### src/rtl/reg_latch_pkg.sv
package reg_latch_pkg;
   localparam int CFG_W = 16;
   localparam int SRC_N = 5;   // reg0, reg1, home, marker ch0, marker ch1

   typedef struct packed {
      logic       rsv15;
      logic       st2_fall;
      logic       st2_rise;
      logic       rsv12;
      logic [1:0] st2_src;
      logic [1:0] combine;
      logic       st1_fall;
      logic       st1_rise;
      logic       rsv5;
      logic [1:0] st1_src;
      logic       rev_en;
      logic       fwd_en;
      logic       chan;
   } latch_cfg_t;

   typedef enum logic [1:0] {
      COMB_ST1_EDGE  = 2'b00,
      COMB_ST1_GATED = 2'b01,
      COMB_EITHER    = 2'b10,
      COMB_ST2_GATED = 2'b11
   } comb_mode_t;
endpackage

### src/rtl/reg_latch_sync.sv
module reg_latch_sync #(
   parameter int W = 5
) (
   input  logic         clk,
   input  logic         rst_n,
   input  logic [W-1:0] d,
   output logic [W-1:0] lvl,
   output logic [W-1:0] rise,
   output logic [W-1:0] fall
);
   logic [W-1:0] meta_q, sync_q, prev_q;

   always_ff @(posedge clk) begin
      if (!rst_n) begin
         meta_q <= '0;
         sync_q <= '0;
         prev_q <= '0;
      end else begin
         meta_q <= d;
         sync_q <= meta_q;
         prev_q <= sync_q;
      end
   end

   assign lvl  = sync_q;
   assign rise = sync_q & ~prev_q;
   assign fall = ~sync_q & prev_q;
endmodule

### src/rtl/reg_latch_time.sv
module reg_latch_time #(
   parameter int TIME_W   = 16,
   parameter bit SATURATE = 1'b1
) (
   input  logic              clk,
   input  logic              rst_n,
   input  logic              sample_stb,
   output logic [TIME_W-1:0] count
);
   localparam logic [TIME_W-1:0] T_MAX = '1;
   logic [TIME_W-1:0] cnt_nxt;

   generate
      if (SATURATE) begin : g_sat
         assign cnt_nxt = (count == T_MAX) ? count : count + TIME_W'(1);
      end else begin : g_wrap
         assign cnt_nxt = count + TIME_W'(1);
      end
   endgenerate

   always_ff @(posedge clk) begin
      if (!rst_n)          count <= '0;
      else if (sample_stb) count <= '0;
      else                 count <= cnt_nxt;
   end
endmodule

### src/rtl/reg_latch_unit.sv
module reg_latch_unit
   import reg_latch_pkg::*;
#(
   parameter int POS_W  = 32,
   parameter int TIME_W = 16
) (
   input  logic              clk,
   input  logic              rst_n,
   input  latch_cfg_t        cfg,
   input  logic [SRC_N-1:0]  lvl,
   input  logic [SRC_N-1:0]  rise,
   input  logic [SRC_N-1:0]  fall,
   input  logic [1:0]        dir_fwd,
   input  logic [POS_W-1:0]  pos0,
   input  logic [POS_W-1:0]  pos1,
   input  logic [TIME_W-1:0] tnow,
   input  logic              arm,
   input  logic              clr,
   output logic              armed,
   output logic              found,
   output logic [POS_W-1:0]  cap_pos,
   output logic [TIME_W-1:0] cap_time
);
   logic [3:0] c_lvl, c_rise, c_fall;
   logic       lv1, lv2, e1, e2, l1, l2, trig, dir_ok, capture;

   // marker slot follows the selected channel
   assign c_lvl  = {cfg.chan ? lvl[4]  : lvl[3],  lvl[2:0]};
   assign c_rise = {cfg.chan ? rise[4] : rise[3], rise[2:0]};
   assign c_fall = {cfg.chan ? fall[4] : fall[3], fall[2:0]};

   assign lv1 = c_lvl[cfg.st1_src];
   assign lv2 = c_lvl[cfg.st2_src];
   assign e1  = (cfg.st1_rise & c_rise[cfg.st1_src]) | (cfg.st1_fall & c_fall[cfg.st1_src]);
   assign e2  = (cfg.st2_rise & c_rise[cfg.st2_src]) | (cfg.st2_fall & c_fall[cfg.st2_src]);
   assign l1  = (cfg.st1_rise & lv1) | (cfg.st1_fall & ~lv1);
   assign l2  = (cfg.st2_rise & lv2) | (cfg.st2_fall & ~lv2);

   always_comb begin
      unique case (comb_mode_t'(cfg.combine))
         COMB_ST1_EDGE:  trig = e1;
         COMB_ST1_GATED: trig = e1 & l2;
         COMB_EITHER:    trig = e1 | e2;
         COMB_ST2_GATED: trig = e2 & l1;
         default:        trig = 1'b0;
      endcase
   end

   assign dir_ok  = (cfg.chan ? dir_fwd[1] : dir_fwd[0]) ? cfg.fwd_en : cfg.rev_en;
   assign capture = armed & trig & dir_ok;

   always_ff @(posedge clk) begin
      if (!rst_n) begin
         armed    <= 1'b0;
         found    <= 1'b0;
         cap_pos  <= '0;
         cap_time <= '0;
      end else if (clr) begin
         armed <= 1'b0;
         found <= 1'b0;
      end else if (arm) begin
         armed <= 1'b1;
         found <= 1'b0;
      end else if (capture) begin
         armed    <= 1'b0;
         found    <= 1'b1;
         cap_pos  <= cfg.chan ? pos1 : pos0;
         cap_time <= tnow;
      end
   end
endmodule

### src/rtl/reg_latch_bank.sv
module reg_latch_bank
   import reg_latch_pkg::*;
#(
   parameter int N_LATCH  = 10,
   parameter int POS_W    = 32,
   parameter int TIME_W   = 16,
   parameter bit TIME_SAT = 1'b1
) (
   input  logic                        clk,
   input  logic                        rst_n,
   input  logic [1:0]                  reg_in,
   input  logic                        home_in,
   input  logic [1:0]                  marker_in,
   input  logic [1:0]                  dir_fwd,
   input  logic [POS_W-1:0]            pos_ch0,
   input  logic [POS_W-1:0]            pos_ch1,
   input  logic                        sample_stb,
   input  logic [N_LATCH*CFG_W-1:0]    cfg_flat,
   input  logic [N_LATCH-1:0]          arm,
   input  logic [N_LATCH-1:0]          clr,
   output logic [31:0]                 status,
   output logic [N_LATCH*POS_W-1:0]    cap_pos_flat,
   output logic [N_LATCH*TIME_W-1:0]   cap_time_flat
);
   localparam int STAT_USED = 2 * N_LATCH;

   generate
      if (N_LATCH < 1 || N_LATCH > 16) begin : g_bad_n
         $error("reg_latch_bank: N_LATCH must be 1..16");
      end
      if (POS_W < 1 || TIME_W < 2) begin : g_bad_w
         $error("reg_latch_bank: POS_W >= 1 and TIME_W >= 2 required");
      end
   endgenerate

   logic [SRC_N-1:0]  s_lvl, s_rise, s_fall;
   logic [TIME_W-1:0] tnow;
   logic [N_LATCH-1:0] armed_v, found_v;

   reg_latch_sync #(.W(SRC_N)) u_sync (
      .clk  (clk),
      .rst_n(rst_n),
      .d    ({marker_in[1], marker_in[0], home_in, reg_in[1], reg_in[0]}),
      .lvl  (s_lvl),
      .rise (s_rise),
      .fall (s_fall)
   );

   reg_latch_time #(.TIME_W(TIME_W), .SATURATE(TIME_SAT)) u_time (
      .clk       (clk),
      .rst_n     (rst_n),
      .sample_stb(sample_stb),
      .count     (tnow)
   );

   generate
      for (genvar i = 0; i < N_LATCH; i++) begin : g_latch
         reg_latch_unit #(.POS_W(POS_W), .TIME_W(TIME_W)) u_unit (
            .clk     (clk),
            .rst_n   (rst_n),
            .cfg     (latch_cfg_t'(cfg_flat[i*CFG_W +: CFG_W])),
            .lvl     (s_lvl),
            .rise    (s_rise),
            .fall    (s_fall),
            .dir_fwd (dir_fwd),
            .pos0    (pos_ch0),
            .pos1    (pos_ch1),
            .tnow    (tnow),
            .arm     (arm[i]),
            .clr     (clr[i]),
            .armed   (armed_v[i]),
            .found   (found_v[i]),
            .cap_pos (cap_pos_flat[i*POS_W +: POS_W]),
            .cap_time(cap_time_flat[i*TIME_W +: TIME_W])
         );
         assign status[2*i]   = armed_v[i];
         assign status[2*i+1] = found_v[i];
      end
      if (STAT_USED < 32) begin : g_pad
         assign status[31:STAT_USED] = '0;
      end
   endgenerate
endmodule

### config.mk
export PLATFORM = sky130hd
export DESIGN_NAME = reg_latch_bank
export DESIGN_NICKNAME = d
export VERILOG_FILES = /design/src/rtl/reg_latch_pkg.sv /design/src/rtl/reg_latch_sync.sv /design/src/rtl/reg_latch_time.sv /design/src/rtl/reg_latch_unit.sv /design/src/rtl/reg_latch_bank.sv
export SDC_FILE = /design/constraint.sdc
export NUM_CORES = 1
export LEC_CHECK = 0
export CAP_MARGIN = 20
export CORE_AREA = 3 3 300 302
export DETAILED_ROUTE_END_ITERATION = 10
export DIE_AREA = 0 0 303 305
export SYNTH_ARGS = -nofsm -noshare
export SYNTH_HDL_FRONTEND = slang
export SYNTH_HIERARCHICAL = 1
export SYNTH_SLANG_ARGS = --single-unit
### constraint.sdc
create_clock -name clk -period 3.6 [get_ports clk]
set_input_delay 1.08 -clock clk [delete_from_list [all_inputs] [get_ports clk]]
set_output_delay 1.08 -clock clk [all_outputs]
set_load 0.03 [all_outputs]
==> metrics <==
Layout Cells excl Fill 4724; Worst path max stage delay roughly 0.66 ns; Starting Density 0.308; RSZ-0062 raised after global routing no; die extent in y between 300 and 400 µm; worst vdd ir ~0.36 mV; Resized Gates After CTS 0; DRT Pass-1 Iters 5; min Tclk post-route 3.05 ns; post-DP HPWL 90.0 mm; Setup WS post-layout approximately 0.55 ns; Synth area leader dfxtp_1; worst slack, placed -0.0372 ns; vias per cell about 5.5; sequential element share of the synthesized area 0.392; critical path arrival roughly 3.6 ns; final setup fails 0; worst hold path type register to register; port bufs 723; H-tree depth 2; worst rel slew slack 0.365; Critical Path RT 4.13 ns; Worst Path Class, Setup input port to register; Post-Synthesis Cells about 2.8k; DRC viols 0; Cell variety after synth 52; final hold vios 0; dpl cells 4610; CTS tree yes; clk slew on worst S/H paths approximately 0.06 ns; ANT nets after route 0; Layout Skew roughly 0.019 ns; critical path peak fanout 21; Syn. warnings 6; core box area between 0.08 and 0.09 mm²; die span in x between 300 and 400 µm; CTS Buf Count around 60; top cell type's share of synthesized area 0.392; Congestion Overflow GR 0; crit path capture type register; max cap viols 0; Clock Path Buffers 3; post-synthesis average cell area about 9.6 µm²; top cells by area, synth dfxtp_1, mux2i_1, o211a_1; final cycle utilization of the critical path 0.847; status complete, no violations; DRT iter0 DRCs 2081; Detailed Route WL ~130 mm; Slew @ Worst Pin about 0.95 ns; top post-synthesis cells by count dfxtp_1, mux2i_1, nand2_1, nand3_1, o211a_1; leakage 17.4 nW; FP Rows 109; count leader, synth dfxtp_1; Mapped Area about 0.027 mm²; die area 0.0924 mm²; Worst path slowest cell clkdlybuf4s50_1; root buf cell clkbuf_16; ys async rst share 0; first-pass GRT wire length approximately 180 mm; worst-skew pair later-pin latency between 0.6 and 0.7 ns; routed len/inst between 20 and 30 µm; ys flop type dfxtp_1; CTS sink count 531; # hold bufs at CTS 0; Nets 3763; Via Count 25.9k; initial antenna violation count 2; crit-path cells clkdlybuf4s50_1, mux4_2, mux2i_1, o22ai_4, buf_4, nand3_1, o211a_1; IO Pins between 700 and 800; pin count of the biggest net entering global routing 130; number of global-route vias before repair approximately 25k; GPL Wtd Cong 0.907; Post-synth EDFFs 0; share of layout cells above drive strength 1 0.0902; Synth-to-Final Area Change 40.4%; power density over the cells 374 mW/mm²; Yosys reg bits between 500 and 600; final-report max-slew violation count 0; total power draw between 10 and 15 mW; Max Clk Rate approximately 0.33 GHz; Post-CTS Setup Repair Bufs 0; CP Launch Type input port; Total GRT Usage 0.261
==> cell families (layout without fill, tap and decap cells) <==
| family | Yosys count | after routing | share of synthesized area |
|---|---|---|---|
| adder cells (fa/ha/maj) | 1 | 1 | 0.000462 |
| multiplexers | 562 | 562 | 0.214 |
| flip-flops | 531 | 531 | 0.392 |
| AO/OA/AOI/OAI | 544 | 544 | 0.181 |
| XOR/XNOR | 1 | 1 | 0.000323 |
| AND/OR/NAND/NOR | 890 | 890 | 0.158 |
| buffers and inverters | 298 | 1016 | 0.0537 |
| other | 1 | 14 | 0.000138 |
==> worst paths after layout <==
kind	startpoint	end	slack, ns	depth (start not counted)
hold / removal	u_sync/meta_q[3]$_SDFF_PN0_	u_sync/lvl[3]$_SDFF_PN0_	0.41	1
hold reg to reg	u_sync/meta_q[3]$_SDFF_PN0_	u_sync/lvl[3]$_SDFF_PN0_	0.41	1
setup reg to reg	u_sync/lvl[1]$_SDFF_PN0_	g_latch[0].u_unit/cap_pos[15]$_SDFFE_PN0P_	0.58	9
setup / recovery	cfg_flat[3]	g_latch[0].u_unit/cap_pos[15]$_SDFFE_PN0P_	0.55	7
==> stage by stage <==
| stage | cell area, µm² | utilization | hold slack (ns) | TNS (ns) |
|---|---|---|---|---|
| floorplan | 27100 | - | 0.406 | 0 |
| global placement | 36000 | 0.409 | 0.411 | -0.0269 |
| detailed placement | 36000 | 0.409 | 0.411 | -0.0372 |
| CTS | 38000 | 0.432 | 0.417 | 0 |
| global route | 38000 | 0.432 | 0.448 | 0 |
| finish | 38000 | 0.432 | 0.414 | 0 |
==> sequential cells by signal (all words and copies together), names as in the netlist <==
register,flops
u_sync/lvl,5
g_latch.u_unit/cap_time,160
g_latch.u_unit/cap_pos,320
u_time/count,16
u_sync/meta_q,5
g_latch.u_unit/armed,10
g_latch.u_unit/found,10
u_sync/prev_q,5
==> layout make-up <==
class,count,area [µm²]
inverter,53,199
timing repair buffer,851,8550
tap,1165,1460
sequential,531,10600
multi-input combinational,2010,15200
fill,8611,49900
clock inverter,25,233
clock buffer,87,1770
antenna,2,5.00
==> cell usage in the layout (no fill, tap or decap), drive strengths merged, types with 12 or more instances in the layout <==
| cell | Yosys | final |
|---|---|---|
| clkdlybuf4s50 | 0 | 712 |
| dfxtp | 531 | 531 |
| mux2i | 522 | 522 |
| nand2 | 367 | 367 |
| nand3 | 326 | 326 |
| o211a | 320 | 320 |
| buf | 64 | 139 |
| clkbuf | 181 | 87 |
| a22oi | 60 | 60 |
| inv | 53 | 53 |
| nand2b | 41 | 41 |
| a21oi | 36 | 36 |
| nor2b | 31 | 31 |
| mux2 | 30 | 30 |
| nand4 | 25 | 25 |
| and2 | 25 | 25 |
| a221o | 20 | 20 |
| a211oi | 20 | 20 |
| nor2 | 18 | 18 |
| o21ai | 18 | 18 |
| or3 | 15 | 15 |
| a31oi | 15 | 15 |
| clkinv | 0 | 15 |
| nor3 | 13 | 13 |
| conb | 1 | 12 |
==> power breakdown <==
group          switching (mW)  internal (mW)
logic                    1.20          0.752
registers              0.0304           5.92
clock network            2.70           3.61
==> layer usage <==
metal / global-route usage / share of wire / wire length (µm) / up-vias
met5: 0 / 0 / 0 / -
met4: 0.109 / 0.045 / 5690 / 0
met3: 0.0656 / 0.079 / 10100 / 237
met2: 0.425 / 0.46 / 58900 / 1116
met1: 0.326 / 0.41 / 52200 / 12800
li1: - / - / - / 11800
==> critical path, delay by kind of cell <==
kind,cells,cell delay (ns)
AO/OA/AOI/OAI,2,0.46
buffers and inverters,2,1.05
multiplexers,2,0.75
AND/OR/NAND/NOR,1,0.20
No activity file was read; power rests on OpenSTA's default activity.
